$ cat src/rtl/remap_dec_pkg.sv
package remap_dec_pkg;
  localparam int TGT_N = 4;
  typedef enum logic [1:0] {
    TGT_SDRAM = 2'd0,
    TGT_ROM   = 2'd1,
    TGT_RAM   = 2'd2,
    TGT_PASS  = 2'd3
  } tgt_e;
  localparam logic [1:0] RA_START = 2'd0;
  localparam logic [1:0] RA_END   = 2'd1;
  localparam logic [1:0] RA_REMAP = 2'd2;
endpackage

$ cat src/rtl/remap_cfg_regs.sv
module remap_cfg_regs
  import remap_dec_pkg::*;
#(
  parameter int ADDR_W = 32,
  parameter int GRAN_W = 20,
  parameter logic [ADDR_W-1:0] RST_START = 32'h0010_0001,
  parameter logic [ADDR_W-1:0] RST_END   = 32'hC000_0000,
  parameter logic RST_REMAP = 1'b0,
  localparam int HI_W = ADDR_W - GRAN_W
) (
  input  logic              clk,
  input  logic              rst,
  input  logic              we,
  input  logic [1:0]        addr,
  input  logic [ADDR_W-1:0] wdata,
  output logic [ADDR_W-1:0] rdata,
  output logic [HI_W-1:0]   start_hi,
  output logic              filt_en,
  output logic [HI_W-1:0]   end_hi,
  output logic              remap
);
  always_ff @(posedge clk) begin
    if (rst) begin
      start_hi <= RST_START[ADDR_W-1:GRAN_W];
      filt_en  <= RST_START[0];
      end_hi   <= RST_END[ADDR_W-1:GRAN_W];
      remap    <= RST_REMAP;
    end else if (we) begin
      case (addr)
        RA_START: begin
          start_hi <= wdata[ADDR_W-1:GRAN_W];
          filt_en  <= wdata[0];
        end
        RA_END:   end_hi <= wdata[ADDR_W-1:GRAN_W];
        RA_REMAP: remap  <= wdata[0];
        default:  ;
      endcase
    end
  end

  always_comb begin
    rdata = '0;
    case (addr)
      RA_START: rdata = {start_hi, {(GRAN_W-1){1'b0}}, filt_en};
      RA_END:   rdata = {end_hi, {GRAN_W{1'b0}}};
      RA_REMAP: rdata = {{(ADDR_W-1){1'b0}}, remap};
      default:  rdata = '0;
    endcase
  end
endmodule

$ cat src/rtl/remap_window_cmp.sv
module remap_window_cmp #(
  parameter int HI_W = 12
) (
  input  logic [HI_W-1:0] addr_hi,
  input  logic [HI_W-1:0] start_hi,
  input  logic [HI_W-1:0] end_hi,
  input  logic            filt_en,
  output logic            in_win,
  output logic            in_boot
);
  logic ge_start, lt_end;
  assign ge_start = (addr_hi >= start_hi);
  assign lt_end   = (addr_hi < end_hi);
  assign in_win   = filt_en & ge_start & lt_end;
  assign in_boot  = (addr_hi == '0);
endmodule

$ cat src/rtl/remap_target_sel.sv
module remap_target_sel
  import remap_dec_pkg::*;
#(
  parameter int ADDR_W = 32,
  parameter int GRAN_W = 20,
  localparam int HI_W = ADDR_W - GRAN_W
) (
  input  logic              in_win,
  input  logic              in_boot,
  input  logic              remap,
  input  logic [ADDR_W-1:0] addr,
  input  logic [HI_W-1:0]   start_hi,
  output logic [TGT_N-1:0]  sel,
  output logic [ADDR_W-1:0] local_addr
);
  tgt_e tgt;

  always_comb begin
    if (in_win)       tgt = TGT_SDRAM;
    else if (in_boot) tgt = remap ? TGT_RAM : TGT_ROM;
    else              tgt = TGT_PASS;
  end

  for (genvar g = 0; g < TGT_N; g++) begin : g_sel
    assign sel[g] = (int'(tgt) == g);
  end

  always_comb begin
    case (tgt)
      TGT_SDRAM: local_addr = addr - {start_hi, {GRAN_W{1'b0}}};
      TGT_ROM,
      TGT_RAM:   local_addr = {{HI_W{1'b0}}, addr[GRAN_W-1:0]};
      default:   local_addr = addr;
    endcase
  end
endmodule

$ cat src/rtl/boot_remap_decoder.sv
module boot_remap_decoder
  import remap_dec_pkg::*;
#(
  parameter int ADDR_W = 32,
  parameter int GRAN_W = 20,
  parameter logic [ADDR_W-1:0] RST_START = 32'h0010_0001,
  parameter logic [ADDR_W-1:0] RST_END   = 32'hC000_0000,
  parameter logic RST_REMAP = 1'b0,
  localparam int HI_W = ADDR_W - GRAN_W
) (
  input  logic              clk,
  input  logic              rst,
  input  logic              reg_we,
  input  logic [1:0]        reg_addr,
  input  logic [ADDR_W-1:0] reg_wdata,
  output logic [ADDR_W-1:0] reg_rdata,
  input  logic [ADDR_W-1:0] req_addr,
  output logic [TGT_N-1:0]  tgt_sel,
  output logic [ADDR_W-1:0] tgt_addr
);
  logic [HI_W-1:0] win_start_r, win_end_r;
  logic            filt_en_r, remap_r;
  logic            hit_win, hit_boot;

  remap_cfg_regs #(
    .ADDR_W(ADDR_W), .GRAN_W(GRAN_W),
    .RST_START(RST_START), .RST_END(RST_END), .RST_REMAP(RST_REMAP)
  ) u_cfg (
    .clk(clk), .rst(rst), .we(reg_we), .addr(reg_addr), .wdata(reg_wdata),
    .rdata(reg_rdata), .start_hi(win_start_r), .filt_en(filt_en_r),
    .end_hi(win_end_r), .remap(remap_r)
  );

  remap_window_cmp #(.HI_W(HI_W)) u_cmp (
    .addr_hi(req_addr[ADDR_W-1:GRAN_W]), .start_hi(win_start_r),
    .end_hi(win_end_r), .filt_en(filt_en_r),
    .in_win(hit_win), .in_boot(hit_boot)
  );

  remap_target_sel #(.ADDR_W(ADDR_W), .GRAN_W(GRAN_W)) u_sel (
    .in_win(hit_win), .in_boot(hit_boot), .remap(remap_r),
    .addr(req_addr), .start_hi(win_start_r),
    .sel(tgt_sel), .local_addr(tgt_addr)
  );
endmodule

$ cat config.mk
export PLATFORM = sky130hd
export DESIGN_NAME = boot_remap_decoder
export DESIGN_NICKNAME = d
export VERILOG_FILES = /design/src/rtl/remap_dec_pkg.sv /design/src/rtl/remap_cfg_regs.sv /design/src/rtl/remap_window_cmp.sv /design/src/rtl/remap_target_sel.sv /design/src/rtl/boot_remap_decoder.sv
export SDC_FILE = /design/constraint.sdc
export NUM_CORES = 1
export LEC_CHECK = 0
export BUFFER_PORTS_ARGS = -buffer_cell sky130_fd_sc_hd__buf_2
export CORE_ASPECT_RATIO = 0.5
export CORE_MARGIN = 2
export CORE_UTILIZATION = 40
export CTS_CLUSTER_SIZE = 40
export DETAILED_ROUTE_END_ITERATION = 10
export PLACE_DENSITY = 0.83
export SETUP_SLACK_MARGIN = 0.3
export SYNTH_ARGS = -nofsm -noshare
export SYNTH_HDL_FRONTEND = slang
export SYNTH_SLANG_ARGS = --single-unit
$ cat constraint.sdc
create_clock -name clk -period 2.1 [get_ports clk]
set_input_delay 0.105 -clock clk [delete_from_list [all_inputs] [get_ports clk]]
set_output_delay 0.105 -clock clk [all_outputs]
set_load 0.1 [all_outputs]
* Word-level counts from Yosys, hierarchy flattened
Cells that the tools add are included.
Word-level totals: output and inout port bits 68, register bits after elaboration 26, word-level logic and storage cells 29, input bits 69
Cells by class: bitwise logic cells 2, muxes and demuxes 5, equal/unequal tests 7, add/sub/neg operators 1, magnitude comparators 2, reductions and logical operators 8
Operator list (count):
- case mux 32 bit (3 select lines) | 1
- case mux 32 bit (2 select lines) | 1
- subtractor 32 bit | 1
- >= comparator 12 bit | 1
- zero test 12 bit | 1
- < comparator 12 bit | 1
- equality test 2 bit, second input constant | 4
- equality test 2 x 1 -> 1 bit, second input constant | 3
- zero test 2 bit | 3
- 2-to-1 mux 2 bit | 3
- AND reduction 2 bit | 3
- bitwise AND 1 bit | 2
- OR reduction 2 bit | 1

* Depth between registers and ports, before layout
depth after elaboration 7, gate-level depth with buffers 11, mapped depth without buffers 10

* Hierarchy
Synthesis repeated with hierarchy kept, for this count alone.
Second synthesis, totals: cell total of the unflattened synthesis 365, area total of the unflattened synthesis 2904.0 um^2
By module, submodules not included:
- remap_cfg_regs | cells an instance 157, times used 1, area an instance 1458.9 um^2, seq. area each 520.5 um^2
- remap_target_sel | cells an instance 128, times used 1, area an instance 842.1 um^2, seq. area each 0.0 um^2
- remap_window_cmp | cells an instance 80, times used 1, area an instance 603.1 um^2, seq. area each 0.0 um^2

* Least setup slack after synthesis
Ideal clock, no wire load.
path type reg-to-output, start point reg u_cfg.start_hi[0], end point out tgt_sel[2], data required time 1.995 ns, cell stages (with the launch flop) 11, arrival time 3.992 ns, path slack -1.997 ns, buffers on the path 1, path through dfxtp_1 ha_1 inv_1 fa_1 nand3_1 nand2_2 a41oi_1 or4_4 a31oi_4 buf_12 nor3b_1
On the way: longest elaborated chain between the ends 5
RTL lines:
- start, declared | RTL line remap_cfg_regs.sv:17 | output logic [HI_W-1:0] start_hi,
- start signal, assigned | RTL line remap_cfg_regs.sv:24 | start_hi <= RST_START[ADDR_W-1:GRAN_W];
- start signal, assigned | RTL line remap_cfg_regs.sv:31 | start_hi <= wdata[ADDR_W-1:GRAN_W];
- >= comparator 12 bit | RTL line remap_window_cmp.sv:12 | assign ge_start = (addr_hi >= start_hi);
- bitwise AND 1 bit (2 in a row) | RTL line remap_window_cmp.sv:14 | assign in_win = filt_en & ge_start & lt_end;
- 2-to-1 mux 2 bit | RTL line remap_target_sel.sv:19 | if (in_win) tgt = TGT_SDRAM;
- equality test 2 bit | RTL line remap_target_sel.sv:25 | assign sel[g] = (int'(tgt) == g);
- end, declared | RTL line boot_remap_decoder.sv:18 | output logic [TGT_N-1:0] tgt_sel,
Every way passes these cells.

* Final worst setup path
start point reg u_cfg.start_hi[3], end point out tgt_addr[24]
On the way: longest elaborated chain between the ends 7, elaborated cells between the ends (all ways) 10, classes of those cells add/sub: 1; order compare: 1; eq/ne: 2; mux: 2; bitwise: 2; reduce/logical: 2
RTL lines:
- >= comparator 12 bit | RTL line remap_window_cmp.sv:12
- bitwise AND 1 bit (2 in a row) | RTL line remap_window_cmp.sv:14
- 2-to-1 mux 2 bit | RTL line remap_target_sel.sv:19
- equality test 2 x 1 -> 1 bit or equality test 2 bit (tied branches) | RTL line remap_target_sel.sv:29 | case (tgt)
- OR reduction 2 bit | RTL line remap_target_sel.sv:29
- case mux 32 bit (2 select lines) * | RTL line remap_target_sel.sv:29
- end, declared | RTL line boot_remap_decoder.sv:19 | output logic [ADDR_W-1:0] tgt_addr
Every way passes the cells marked *; elsewhere a longest branch is shown, timed or not.

==> key figures <==
Worst setup path
  – CP required: 2000 ps
  – Buf+Inv Stages, Crit Path: 4
  – Critical Path Fanout Max: 7
  – Critical-path cell list: inv_2 > ha_4 > a21oi_1 > nand2_2 > a41oi_2 > or4_4 > a31oi_4 > buf_6 > buf_16 > mux2_4 > buf_12
  – CP endpoint kind: primary output
  – CP arrival: 2790 ps
  – Peak per-stage delay on the critical path: 520 ps
  – CP Launch Type: flop
  – Worst path top cell family by delay: simple AND/OR/NAND/NOR gates
  – Critical path class: flop to primary output
  – CP max-delay cell: or4_4

Global routing
  – Total grt overflow: 0
  – Total track usage: between 20% and 30%
  – Largest net degree at the start of global routing: 27
  – Initial antenna violation count: 0
  – Number of global-route vias before repair: around 2800
  – First-pass GRT wire length: 14580 um

Detailed routing
  – Initial DRT Pass Iterations: 6
  – Detail Route Antenna Nets: 0
  – DR vias: 3225
  – Wirelength per Cell: 22.13 um
  – Final wirelength: 11710 um
  – Vias per inst: 6.096
  – DRC marker count from the first detailed-route iteration: 384
  – Remaining DRCs: 0

CTS
  – CTS root buffer: clkbuf_16
  – CTS tree: built
  – Clk buf depth: 2
  – CTS Hold Bufs: 0
  – CTS Buf Count: 3
  – H-Tree Depth: 1
  – CTS sink cnt: 26
  – Clock Latency Late Sink: 260 ps
  – Clock Pin Slew Worst Setup and Hold Paths: 70 ps

Die
  – DIE AREA: between 7000 and 8000 sq um
  – Die Height: 60.27 um
  – Die W: roughly 120 um
  – Row count: 20
  – Initial core utilization: around two fifths
  – I/O Pins: 137
  – Core ar.: roughly 6000 sq um

Yosys
  – Post-synth top cells: nand2_1 (51), buf_4 (39), a21oi_1 (33)
  – Mux contribution to synthesized area: between 10% and 20%
  – Post-synthesis sequential area ratio: 20.55%
  – Mean Syn Cell Area: 7.651 sq um
  – Synth Warn #: 0
  – Number of distinct library cells after synthesis: 45
  – Asr flop ratio synth: 0%
  – Count leader, synth: nand2_1
  – Number of synthesized flops with an enable pin: 0
  – Cell area after synthesis: 2532 sq um
  – Compound-gate portion of the synthesized area: 15.02%
  – Synth Area in Adders: 12.15%
  – Syn Inst Count: roughly 330
  – Post-synthesis simple-gate area fraction: 19.47%
  – Dominant cells by area after synthesis: dfxtp_1 (21%), buf_4 (12%), ha_1 (11%)
  – Main combinational cell family by area after synthesis: simple AND/OR/NAND/NOR gates
  – Synthesis-stage register bit count: 26
  – Synth Area in XOR/XNOR: 2.421%
  – Yosys top cell area share: 20.55%
  – Main synth FF type: dfxtp_1
  – Post-synth top area cell: dfxtp_1

Place
  – Post-DP HPWL: 6279 um
  – GPL Wtd Cong: about 0.9
  – Port buffer count: 58

Min path
  – HP Class: primary input to flop

Status
  – Outcome: finished with violations
  – Failing checks: setup timing

STA
  – Max-slew violation count: 0
  – Final hold slack: 74.79 ps
  – Relative slew slack: 56.95%
  – Setup violators final: 16
  – Clk_skew: 0 ps
  – RSZ-0062 raised after global routing: yes
  – Final hold vios: 0
  – Post-route minimum period: roughly 2900 ps
  – Final worst path period share: 137.9%
  – Maximum clock rate: 0.3453 GHz
  – Tightest Pin Transition: 645.7 ps
  – Final worst setup slack: -795.8 ps

Pwr
  – Pwr Density: around 670 nW/um^2
  – Static leakage power: 1.797 nW
  – VDD IR max: 362.6 uV
  – Pwr Total: 2.656 mW

Final layout
  – Utilization after layout: between 60% and 70%
  – Area of the multi-input gates: ~1900 sq um
  – FF+latch area: roughly 530 sq um
  – Fillcell total: 390
  – Proportion of layout cells with a drive suffix above 1: 46.94%
  – P&R area growth vs syn: 56.23%
  – Ant diodes: 0
  – Fin nets: 536

Job
  – Max Cap Violations: 0
-- cell usage in the layout, fill, tap and decap left out, types with 5 or more instances in the layout --
cell type	synthesis	final
nor2_4	0	9
buf_12	1	17
conb_1	1	19
buf_4	39	75
ha_1	23	14
a21oi_1	33	31
nor2_2	0	5
mux2_4	5	11
inv_1	29	25
dfxtp_1	26	22
nor2_1	23	9
ha_4	0	9
buf_2	0	42
mux2i_1	16	15
nand2_1	51	50
-- worst register-to-register path, delay by kind of cell, from the launching register on --
| family | cells | cell delay [ps] |
|---|---|---|
| flip-flops | 1 | 350 |
| AND/OR/NAND/NOR | 1 | 40 |
| buffers and inverters | 2 | 220 |
| AO/OA/AOI/OAI | 1 | 320 |
-- through the flow --
stage	setup WS, ps	std cells	area (sq um)	setup TNS (ps)
2_1_floorplan	-698.1	349	2794	-6370
3_5_place_dp	-411.5	516	3618	-5557
6_report	-795.8	529	3956	-12100
5_1_grt	-860.6	529	3956	-13190
4_1_cts	-681.9	524	3820	-10070
3_3_place_gp	-348.4	516	3618	-4575
-- cell families after synthesis --
| family | count (synthesis) |
|---|---|
| AOI/OAI and AO/OA | 60 |
| xor gates and xnor gates | 7 |
| adders and majority gates | 24 |
| DFF | 26 |
| muxes | 27 |
| buffers and inverters | 80 |
| other | 1 |
| and+or+nand+nor | 106 |
-- final cells by class --
| type | count | share of cell area [%] |
|---|---|---|
| Tap cell | 88 | 2.783 |
| Timing Repair Buffer | 140 | 30.36 |
| Sequential cell | 26 | 13.28 |
| Clock buffer | 3 | 1.898 |
| Inverter | 29 | 2.751 |
| Multi-Input combinational cell | 243 | 48.92 |
-- path summary, 6_finish.rpt --
kind                             startpoint                       endpoint  slack [ps]  cells after the start
max          u_cfg.start_hi[3]$_SDFFE_PP0P_                   tgt_addr[24]        -800                     11
min reg2reg      u_cfg.filt_en$_SDFFE_PP1P_     u_cfg.filt_en$_SDFFE_PP1P_         580                      2
max reg2reg   u_cfg.end_hi[11]$_SDFFE_PP1P_  u_cfg.end_hi[11]$_SDFFE_PP1P_        1040                      4
min                           reg_wdata[26]   u_cfg.end_hi[6]$_SDFFE_PP0P_          70                      3
-- routing by layer --
| metal | part of all wire (%) | vias to the layer above | GRT usage, % |
|---|---|---|---|
| met1 | 34 | 1441 | 31.96 |
| met4 | 10 | 0 | 21.26 |
| met3 | 12 | 136 | 5.578 |
| li1 | - | 1292 | - |
| met2 | 44 | 356 | 45.60 |
| met5 | 0 | - | 0 |
-- state kept, by name, summed over array words and instances (netlist names) --
register and flops:
u_cfg.start_hi 12, u_cfg.end_hi 12, u_cfg.remap 1, u_cfg.filt_en 1
-- what timing repair did --
| action | CTS | global route |
|---|---|---|
| pin swaps | 6 | 8 |
| cloned | 1 | 0 |
| resized for setup | 23 | 23 |
| buffers inserted | 4 | 5 |
| setup endpoints to repair | 16 | 16 |
-- power breakdown --
part | switching, mW | internal [mW] | leakage, nW
registers | 0.0161 | 0.511 | 0.213
logic | 1.06 | 0.621 | 1.55
clock network | 0.189 | 0.254 | 0.0370
(Power assumes the default switching activity.)
